===== src/rtl/led_scan_pkg.sv =====
package led_scan_pkg;

    // Default geometry of the scanned matrix
    localparam int DEF_ROW_W      = 5;  // LEDs per row pattern
    localparam int DEF_NUM_ROWS   = 7;  // stored row patterns
    localparam int DEF_DWELL_BITS = 3;  // log2 of clocks per slot
    localparam int DEF_SEL_BITS   = 3;  // log2 of slots per frame

    // Whether the scan position holds or moves to the next slot this cycle
    typedef enum logic {
        SCAN_HOLD = 1'b0,
        SCAN_STEP = 1'b1
    } scan_step_e;

    function automatic int slot_count(input int sel_bits);
        return 1 << sel_bits;
    endfunction

endpackage


===== src/rtl/led_scan_timer.sv =====
module led_scan_timer #(
    parameter int DWELL_BITS = 3,
    parameter int SEL_BITS   = 3
) (
    input  logic                    clk,
    input  logic                    rst,
    output logic [SEL_BITS-1:0]     sel_o,
    output led_scan_pkg::scan_step_e step_o
);
    import led_scan_pkg::*;

    // The low slice of the scan position: a power-of-two dwell prescaler
    logic [DWELL_BITS-1:0] dwell_q;

    // The slot advances when the prescaler is about to wrap
    assign step_o = (&dwell_q) ? SCAN_STEP : SCAN_HOLD;

    always_ff @(posedge clk) begin
        if (rst) begin
            dwell_q <= '0;
            sel_o   <= '0;
        end else begin
            dwell_q <= dwell_q + 1'b1;
            if (step_o == SCAN_STEP) begin
                sel_o <= sel_o + 1'b1;
            end
        end
    end

endmodule


===== src/rtl/led_line_strobe.sv =====
module led_line_strobe #(
    parameter int NUM_SLOTS = 8
) (
    input  logic                     clk,
    input  logic                     rst,
    input  led_scan_pkg::scan_step_e step_i,
    output logic [NUM_SLOTS-1:0]     strobe_o
);
    import led_scan_pkg::*;

    localparam logic [NUM_SLOTS-1:0] HOME = NUM_SLOTS'(1);

    always_ff @(posedge clk) begin
        if (rst) begin
            strobe_o <= HOME;
        end else if (step_i == SCAN_STEP) begin
            strobe_o <= {strobe_o[NUM_SLOTS-2:0], strobe_o[NUM_SLOTS-1]};
        end
    end

endmodule


===== src/rtl/led_row_mux.sv =====
module led_row_mux #(
    parameter int ROW_W    = 5,
    parameter int NUM_ROWS = 7,
    parameter int SEL_BITS = 3
) (
    input  logic [NUM_ROWS*ROW_W-1:0] rows_i,
    input  logic [SEL_BITS-1:0]       sel_i,
    output logic [ROW_W-1:0]          data_o
);
    // Unpack the flat frame image into one entry per row
    logic [ROW_W-1:0] row_arr [NUM_ROWS];

    for (genvar g = 0; g < NUM_ROWS; g++) begin : g_row
        assign row_arr[g] = rows_i[g*ROW_W +: ROW_W];
    end

    // Codes with no stored row fall through to the all-zero default
    always_comb begin
        data_o = '0;
        for (int k = 0; k < NUM_ROWS; k++) begin
            if (sel_i == SEL_BITS'(k)) begin
                data_o = row_arr[k];
            end
        end
    end

endmodule


===== src/rtl/led_scan_driver.sv =====
module led_scan_driver
    import led_scan_pkg::*;
#(
    parameter int ROW_W      = DEF_ROW_W,
    parameter int NUM_ROWS   = DEF_NUM_ROWS,
    parameter int DWELL_BITS = DEF_DWELL_BITS,
    parameter int SEL_BITS   = DEF_SEL_BITS
) (
    input  logic                          clk,
    input  logic                          rst,
    input  logic [NUM_ROWS*ROW_W-1:0]     rows_i,
    output logic [ROW_W-1:0]              data_o,
    output logic [(1<<SEL_BITS)-1:0]      strobe_o
);
    localparam int NUM_SLOTS = slot_count(SEL_BITS);

    logic [SEL_BITS-1:0] sel;
    scan_step_e          step;

    led_scan_timer #(
        .DWELL_BITS (DWELL_BITS),
        .SEL_BITS   (SEL_BITS)
    ) u_timer (
        .clk    (clk),
        .rst    (rst),
        .sel_o  (sel),
        .step_o (step)
    );

    led_line_strobe #(
        .NUM_SLOTS (NUM_SLOTS)
    ) u_strobe (
        .clk      (clk),
        .rst      (rst),
        .step_i   (step),
        .strobe_o (strobe_o)
    );

    led_row_mux #(
        .ROW_W    (ROW_W),
        .NUM_ROWS (NUM_ROWS),
        .SEL_BITS (SEL_BITS)
    ) u_mux (
        .rows_i (rows_i),
        .sel_i  (sel),
        .data_o (data_o)
    );

endmodule


===== config.mk =====
export PLATFORM = sky130hd
export DESIGN_NAME = led_scan_driver
export DESIGN_NICKNAME = d
export VERILOG_FILES = /design/src/rtl/led_scan_pkg.sv /design/src/rtl/led_scan_timer.sv /design/src/rtl/led_line_strobe.sv /design/src/rtl/led_row_mux.sv /design/src/rtl/led_scan_driver.sv
export SDC_FILE = /design/constraint.sdc
export NUM_CORES = 1
export LEC_CHECK = 0
export BUFFER_PORTS_ARGS = -buffer_cell sky130_fd_sc_hd__clkbuf_2
export CORE_UTILIZATION = 30
export DETAILED_ROUTE_END_ITERATION = 16
export GPL_TIMING_DRIVEN = 0
export MAX_ROUTING_LAYER = met4
export PLACE_DENSITY = 0.63
export SLEW_MARGIN = 20
export SYNTH_ARGS = -nofsm -noshare
export SYNTH_HDL_FRONTEND = slang
export SYNTH_SLANG_ARGS = --single-unit

===== constraint.sdc =====
create_clock -name clk -period 1.91 [get_ports clk]
set_input_delay 0.2865 -clock clk [delete_from_list [all_inputs] [get_ports clk]]
set_output_delay 0.2865 -clock clk [all_outputs]
set_load 0.005 [all_outputs]

==> run metrics, run 1 <==
CP delay by family, top compound AO/OA/AOI/OAI gates; H-tree depth 1; mean area per synthesized cell slightly above 9 sq um; # diodes 0; f_max 488 MHz; failing checks setup timing; adder and majority gate portion of the synthesized area 0.0865; Core Region 3130 sq um; total track usage 0.153; I/O pin count 50; simple-gate share of the synthesized area 0.227; vias post-DR 1027; xor/xnor share of the synthesized area 0.00865; crit end category output port; I/O Buffers slightly below 50; status finished with violations; unrepaired setup endpoints after global routing true; setup tns final -636 ps; Seq/Total Area, Yosys 0.277; Die W 60.1 um; Max Buffers Root-to-Sink 2; CP arrival 1760 ps; Synth Cell Area slightly above 1000 sq um; layout cell share with drive strength beyond 1 0.521; Final ANT Viol Nets 0; Die Height between 60 and 70 um; clk sink count 14; first-pass GRT wire length 4.10 mm; Slew @ Worst Pin 418 ps; CP Cell Sequence ha_4 -> ha_4 -> a22o_1 -> a2111oi_2 -> o32ai_1 -> buf_2; fin crit period 2050 ps; Tot Pwr ~560 uW; Synth Area in Compound Gates 0.251; Iter 0 DRT Violations slightly above 40; CTS buffer count 3; final hold violations 0; CTS tree yes; Worst-Skew Late Latency around 270 ps; final hold slack 259 ps; Final Setup Violations 5; Die ar. about 3600 sq um; WS Path Type flip-flop to output port; mux cell area share after synthesis 0.0791; placed cell count between 200 and 250; Filler Cells Inserted slightly below 300; Slew Viols, Final 0; post-route DRC violation count 0; largest net degree at the start of global routing 11; crit path max-delay cell type dfxtp_4; worst endpoint required time between 1500 and 2000 ps; DRT Pass-1 Iters 4; RePlAce Congestion about 0.74; largest family of logic cells by synthesized area compound AO/OA/AOI/OAI gates; final std cells w/o fill about 210; Initial Util 0.324; Final nets around 210; yosys warns 0; initial antenna violation count 0; drt via density 4.91; FF+latch count, synth 14; Tcrit/Tclk final 1.07; Worst slew margin 0.721; count of cell types in the netlist 21; Setup crit start kind flip-flop; number of global-route vias before repair 1013; Buf/Inv on CP 1; Syn Inst Count 109; dpl hpwl a little under 2 mm; clock slew seen by the registers of the worst setup and hold paths around 70 ps; CP Max Fanout 6; crit-path max cell delay around 370 ps; drt wl/cell between 10 and 15 um; area delta synth->final 52.3%; total gr overflow 0; maxcap violations 0; Worst VDD drop 330 uV; flop-to-flop setup slack around 480 ps; Leak 0.000686 uW; most used cell, CP ha_4; PD cells 360 nW/um^2; Post-Route WL roughly 2.7 mm; Fin Clk Skew roughly 1.6 ps; Tightest Hold Check Type input port to flip-flop; root buffer cell clkbuf_4; setup ws final -139 ps; Rows 20; Synthesized Nets approximately 150
==> final timing paths <==
kind | startpoint | endpoint | depth (start not counted)
worst max-delay path | u_timer.sel_o[1] | data_o[3] | 6
worst min-delay path | rst | u_timer.dwell_q[2] | 2
worst max register to register | u_timer.dwell_q[0] | u_strobe.strobe_o[3] | 5
worst min register to register | u_timer.dwell_q[0] | u_timer.dwell_q[0] | 1
==> cells in the final DEF (no fill, tap or decap) <==
master     count
dfxtp_1       11
buf_12         1
xnor2_1        1
a21oi_1       15
nor2_1        11
buf_4          4
o32ai_1        3
ha_1           2
a2111oi_2      2
buf_6          3
a22o_4         3
inv_4          1
clkbuf_8       1
a2111oi_4      3
buf_2          4
nand2b_1       2
ha_4           4
nor2_4         2
ha_2           1
nor2b_1        3
and3b_1       10
a22o_1         2
clkbuf_4       3
a211oi_1       1
clkbuf_1       1
o32ai_2        2
a211o_1        1
inv_2          2
dfxtp_4        2
clkbuf_2      47
dfxtp_2        1
or2b_1         8
mux2i_1        8
==> per-layer routing <==
layer | up-vias | routed length [um] | GRT usage
met5 | - | 0 | -
met3 | 2 | 153 | 0.0195
met2 | 48 | 1370 | 0.302
li1 | 517 | - | -
met4 | 0 | 19 | 0.0532
met1 | 460 | 1110 | 0.150
==> cells in the mapped netlist, drive strengths merged <==
master	count	area (sq um)
a211oi	1	7.51
inv	3	11.3
ha	7	87.6
or2b	8	60.1
a22o	5	43.8
clkbuf	2	11.3
and3b	10	87.6
mux2i	8	80.1
a21oi	15	75.1
dfxtp	14	280
nand2b	2	12.5
nor2	13	51.3
o32ai	5	43.8
a2111oi	5	75.1
a211o	1	8.76
nor2b	3	18.8
buf	6	48.8
xnor2	1	8.76
==> final cells by class <==
type	instances	area, sq um	area share
Multi-Input combinational cell	84	805	0.522
Timing Repair Buffer	54	295	0.192
Sequential cell	14	289	0.187
Buffer	7	61.3	0.0398
Tap cell	44	55.1	0.0357
Clock buffer	3	22.5	0.0146
Inverter	3	13.8	0.00893
==> cells by family (layout without fill, tap and decap cells) <==
group,after synthesis,count (layout)
XOR/XNOR,1,1
AND/OR/NAND/NOR,36,36
AO/OA/AOI/OAI,32,32
buffers and inverters,11,67
adder cells (fa/ha/maj),7,7
flip-flops,14,14
multiplexers,8,8
==> per-stage QoR <==
stage	instance area, sq um	util	worst slack, ps
6_report	1540	0.493	-139
3_3_place_gp	1310	0.420	-152
5_1_grt	1540	0.493	-252
3_5_place_dp	1310	0.420	-157
2_1_floorplan	1010	-	83.5
4_1_cts	1470	0.470	-157
==> state kept, by name, summed over array words and instances (netlist names) <==
name and cells:
u_timer.dwell_q 3, u_timer.sel_o 3, u_strobe.strobe_o 8
==> power breakdown <==
| group | internal, uW | switching, uW | total, uW |
|---|---|---|---|
| registers | 295 | 2.76 | 298 |
| clock network | 72.8 | 79.9 | 153 |
| logic | 64.2 | 40.7 | 105 |
| total | 432 | 123 | 555 |
==> timing repair <==
item / 4_1_cts / 5_1_grt
endpoints found under the hold margin: 0 / 0
gates resized for setup: 23 / 11
setup endpoints to repair: 5 / 5
pin swaps: 16 / 4
hold buffers: 0 / 0
buffers inserted: 5 / 0
(Power assumes the default switching activity.)
==> run 2, diff against run 1 <==
--- a/config.mk
+++ b/config.mk
@@ -15,3 +15,4 @@
 export SYNTH_ARGS = -nofsm -noshare
 export SYNTH_HDL_FRONTEND = slang
 export SYNTH_SLANG_ARGS = --single-unit
+export TNS_END_PERCENT = 5
==> run 2 against run 1 <==
- the run still ends with setup timing left
- largest power group unchanged
- fmax is 1.2% lower
- combinational power hardly changed
- die area stayed put
==> run metrics, run 2 (synthesized netlist as in run 1, its figures left out) <==
FF-to-FF Start u_timer.dwell_q[0]; # diodes 0; total track usage 0.153; WS Path Type flip-flop to output port; status finished with violations; DRT Pass-1 Iters 4; Worst Setup SP u_timer.sel_o[2]; commonest non-fill, non-tap cell in the layout clkbuf_2; Core Region between 3000 and 4000 sq um; fin crit period approximately 2100 ps; Slew Viols, Final 0; Rows 20; Worst VDD drop about 330 uV; Initial Util 0.324; Final nets 212; Die W between 60 and 70 um; drt via density 4.97; Final ANT Viol Nets 0; PD cells between 300 and 400 nW/um^2; I/O pin count 50; first-pass GRT wire length between 4 and 5 mm; initial antenna violation count 0; setup ws final -165 ps; final hold violations 0; top flop regs u_strobe.strobe_o x8, u_timer.dwell_q x3, u_timer.sel_o x3; drt wl/cell about 13 um; Worst slew margin 0.721; Die ar. around 3600 sq um; area delta synth->final 53.2%; total gr overflow 0; Largest Register u_strobe.strobe_o; leading cell types in the layout, fill and taps excluded clkbuf_2, a21oi_1, nor2_1, dfxtp_1, and3b_1; Tightest Hold Check Type input port to flip-flop; clk sink count 14; capturing point of the worst reg2reg path u_strobe.strobe_o[3]; CTS buffer count 3; worst endpoint required time ~1600 ps; Leak 0.000691 uW; Worst-Skew Late Latency about 270 ps; Slew @ Worst Pin ~420 ps; H-tree depth 1; I/O Buffers 49; CP arrival roughly 1800 ps; Post-Route WL around 2.6 mm; Iter 0 DRT Violations 37; failing checks setup timing; Tcrit/Tclk final 1.09; layout cell share with drive strength beyond 1 0.524; Max Buffers Root-to-Sink 2; final hold slack ~260 ps; root buffer cell clkbuf_4; Hold Path Depth 2; WHS Endpoint u_timer.dwell_q[2]; f_max between 400 and 500 MHz; maxcap violations 0; number of global-route vias before repair between 1000 and 1500; Die Height 60.1 um; CP Max Fanout 6; largest net degree at the start of global routing 11; Fin Clk Skew about 1.6 ps; Hold-fix buffers, CTS 0; worst hold path startpoint rst; unrepaired setup endpoints after global routing true; dpl hpwl ~1.9 mm; vias post-DR 1043; Final Setup Violations 5; CTS tree yes; RePlAce Congestion 0.738; Tot Pwr 556 uW; clock slew seen by the registers of the worst setup and hold paths around 70 ps; Setup crit start kind flip-flop; Filler Cells Inserted ~300; R2R depth 5; post-route DRC violation count 0; max FFs per register 8; flop-to-flop setup slack 480 ps; crit end category output port
[run 2: cell types whose count changed in the layout (fill, tap and decap cells not counted), sizes merged]
cell and change:
clkbuf +2, buf -1
[run 2: how the worst max path moves through the flow]
stage,to,slack (ps),cells after the start
3_3_place_gp,data_o[4],-150,8
5_1_grt,data_o[0],-250,7
6_report,data_o[3],-170,8
4_1_cts,data_o[2],-160,8
2_1_floorplan,data_o[2],80,7
3_5_place_dp,data_o[4],-160,8
[run 2: layer usage]
| metal | wire length (um) | up-vias | GRT usage | share of wire |
|---|---|---|---|---|
| met3 | 154 | 6 | 0.0195 | 0.059 |
| met2 | 1350 | 56 | 0.302 | 0.51 |
| li1 | - | 517 | - | - |
| met1 | 1100 | 464 | 0.150 | 0.42 |
| met5 | 0 | - | - | 0 |
| met4 | 23 | 0 | 0.0532 | 0.0087 |
[run 2: repair_timing]
action	4_1_cts	5_1_grt
setup buffers	5	0
resized for setup	23	8
pin swaps	16	4
setup endpoints to repair	5	5
[run 2: critical path, cell delays in order (launching register included)]
cell and delay, ps:
dfxtp_2 320, buf_6 90, inv_2 40, buf_6 110, ha_4 180, a22o_1 240
a2111oi_2 300, o32ai_1 120, clkbuf_2 120
[run 2: stage by stage]
| step | setup slack, ps | setup TNS, ps | instances | utilization | area, sq um |
|---|---|---|---|---|---|
| CTS | -157 | -751 | 210 | 0.470 | 1470 |
| global route | -251 | -1180 | 210 | 0.496 | 1550 |
| detailed placement | -157 | -718 | 202 | 0.420 | 1310 |
| global placement | -152 | -670 | 202 | 0.420 | 1310 |
| finish | -165 | -727 | 210 | 0.496 | 1550 |
| floorplan | 83.5 | 0 | 109 | - | 1010 |
[run 2: where the power goes]
part,leakage (uW),internal [uW],total [uW],switching [uW]
Combinational,0.000562,64.5,105,40.9
Clock,0.0000138,72.8,153,79.9
Sequential,0.000116,295,297,2.70
[run 2: layout make-up]
class | count | area [sq um] | share of cell area
flip-flops and latches | 14 | 289 | 0.186
repair buffers | 54 | 295 | 0.190
plain buffers | 8 | 72.6 | 0.0468
inverters | 3 | 11.3 | 0.00726
well taps | 44 | 55.1 | 0.0355
clock buffers | 3 | 22.5 | 0.0145
multi-input cells | 84 | 805 | 0.519
==> run 3, diff against run 2 <==
==> constraint.sdc (replaced) <==
create_clock -name clk -period 1.91 [get_ports clk]
set_input_delay 0.382 -clock clk [delete_from_list [all_inputs] [get_ports clk]]
set_output_delay 0.382 -clock clk [all_outputs]
set_load 0.005 [all_outputs]
==> run 3 against run 2 <==
- the run still ends with setup timing left
- sequential share of layout area rose by 0.89 points
- via count is 0.38% lower
- fmax fell by 4.2%
- combinational power is 9% lower
- count of clock-buffer cells in the layout up 1
- worst hold slack better by 71 ps
- non-clock buffer count is 1 higher
==> run metrics, run 3 (synthesized netlist as in run 1, its figures left out) <==
failing checks setup timing; top flop regs u_strobe.strobe_o x8, u_timer.dwell_q x3, u_timer.sel_o x3; Rows 20; commonest non-fill, non-tap cell in the layout clkbuf_2; P_sw about 130 uW; Initial Util 0.324; number of global-route vias before repair 936; crit end category output port; leading cell types in the layout, fill and taps excluded clkbuf_2, a21oi_1, nor2_1, dfxtp_1, and3b_1; Hold-fix buffers, CTS 0; Final nets between 200 and 250; Die Height approximately 60 um; unrepaired setup endpoints after global routing true; DRT Pass-1 Iters 4; Slew Viols, Final 0; maxcap violations 0; Die ar. roughly 3600 sq um; CTS tree yes; Worst VDD drop 544 uV; R2R depth 5; Worst-Skew Late Latency ~270 ps; PD cells around 400 nW/um^2; FF-to-FF Start u_timer.dwell_q[0]; capturing point of the worst reg2reg path u_strobe.strobe_o[6]; status finished with violations; clock slew seen by the registers of the worst setup and hold paths approximately 80 ps; clock share of power 0.340; total gr overflow 0; Die W between 60 and 70 um; clk sink count 14; setup tns final -1170 ps; Internal roughly 470 uW; Tightest Hold Check Type input port to flip-flop; CTS buffer count 3; worst hold path startpoint rst; vias post-DR just over 1000; Core Region roughly 3100 sq um; Iter 0 DRT Violations 47; first-pass GRT wire length between 4 and 5 mm; CP Max Fanout 6; f_max between 400 and 500 MHz; Tcrit/Tclk final 1.13; setup ws final -257 ps; Slew @ Worst Pin about 440 ps; Final Setup Violations 5; root buffer cell clkbuf_4; Largest Register u_strobe.strobe_o; worst endpoint required time 1530 ps; Seq pwr share 0.498; H-tree depth 1; WHS Endpoint u_timer.sel_o[2]; # diodes 0; final hold violations 0; I/O pin count 50; initial antenna violation count 0; Post-Route WL 2.54 mm; flop-to-flop setup slack between 400 and 500 ps; Final ANT Viol Nets 0; layout cell share with drive strength beyond 1 0.500; total track usage 0.148; largest net degree at the start of global routing 11; Final Util 0.477; CP arrival roughly 1800 ps; area delta synth->final 47.5%; Combinational Power Share 0.161; I/O Buffers 49; drt wl/cell between 10 and 15 um; RePlAce Congestion between 0.7 and 0.8; Fin Clk Skew approximately 2.0 ps; WS Path Type flip-flop to output port; fin crit period approximately 2200 ps; Leak 0.000668 uW; max FFs per register 8; Max Buffers Root-to-Sink 2; drt via density 4.90; Setup crit start kind flip-flop; Switching Fraction 0.212; Hold Path Depth 2; dpl hpwl around 1.9 mm; post-route DRC violation count 0; Tot Pwr between 500 and 600 uW; Worst slew margin 0.705
## run 3: changes by cell type in the layout (fill, tap and decap cells not counted), sizes merged
| cell | change |
|---|---|
| buf | +4 |
| clkbuf | -2 |
## run 3: metal layers
metal	part of all wire	GRT usage	vias to the layer above	routed length [um]
li1	-	-	524	-
met1	0.43	0.162	469	1110
met2	0.49	0.283	42	1250
met3	0.065	0.0108	4	166
met4	0.0067	0.0399	0	17
met5	0	-	-	0
## run 3: power by group through the flow
| stage | combinational (uW) | clock (uW) | sequential [uW] |
|---|---|---|---|
| 2_1_floorplan | 40.4 | 0 | 306 |
| 3_3_place_gp | 88.0 | 0 | 307 |
| 3_5_place_dp | 91.1 | 0 | 307 |
| 4_1_cts | 97.6 | 212 | 296 |
| 5_1_grt | 106 | 224 | 297 |
| 6_report | 96.0 | 203 | 296 |
## run 3: what timing repair did
action | in CTS | in global routing
endpoints found under the setup margin | 5 | 5
pin swaps | 15 | 5
cloned | 1 | 0
gates resized for setup | 24 | 3
setup buffers | 6 | 0
## run 3: how the worst max path moves through the flow
stage	slack, ps	cells past startpoint	to	startpoint
finish	-260	6	data_o[3]	u_timer.sel_o[0]
global route	-330	7	data_o[0]	u_timer.sel_o[0]
CTS	-260	7	data_o[3]	u_timer.sel_o[0]
detailed placement	-260	8	data_o[2]	u_timer.sel_o[2]
global placement	-260	8	data_o[2]	u_timer.sel_o[2]
floorplan	3	7	data_o[2]	u_timer.sel_o[2]
## run 3: final cells by class
cell class | instances | area (sq um)
Fill cell | 322 | 1640
Timing Repair Buffer | 56 | 295
Clock buffer | 4 | 36.3
Tap cell | 44 | 55.1
Multi-Input combinational cell | 84 | 742
Buffer | 7 | 61.3
Sequential cell | 14 | 292
Inverter | 3 | 11.3
## run 3: metrics by stage
| stage | area (sq um) | hold WS (ps) | worst slack, ps | instances |
|---|---|---|---|---|
| 2_1_floorplan | 1010 | 399 | 3.27 | 109 |
| 3_3_place_gp | 1310 | 408 | -256 | 202 |
| 3_5_place_dp | 1310 | 431 | -258 | 202 |
| 4_1_cts | 1490 | 324 | -260 | 212 |
| 5_1_grt | 1490 | 329 | -327 | 212 |
| 6_report | 1490 | 331 | -257 | 212 |
## run 3: critical path, stage by stage (launching register included)
cell       delay (ps)
dfxtp_4           380
ha_4              170
ha_4              170
a22o_1            260
a2111oi_2         300
o32ai_1           110
buf_2             130
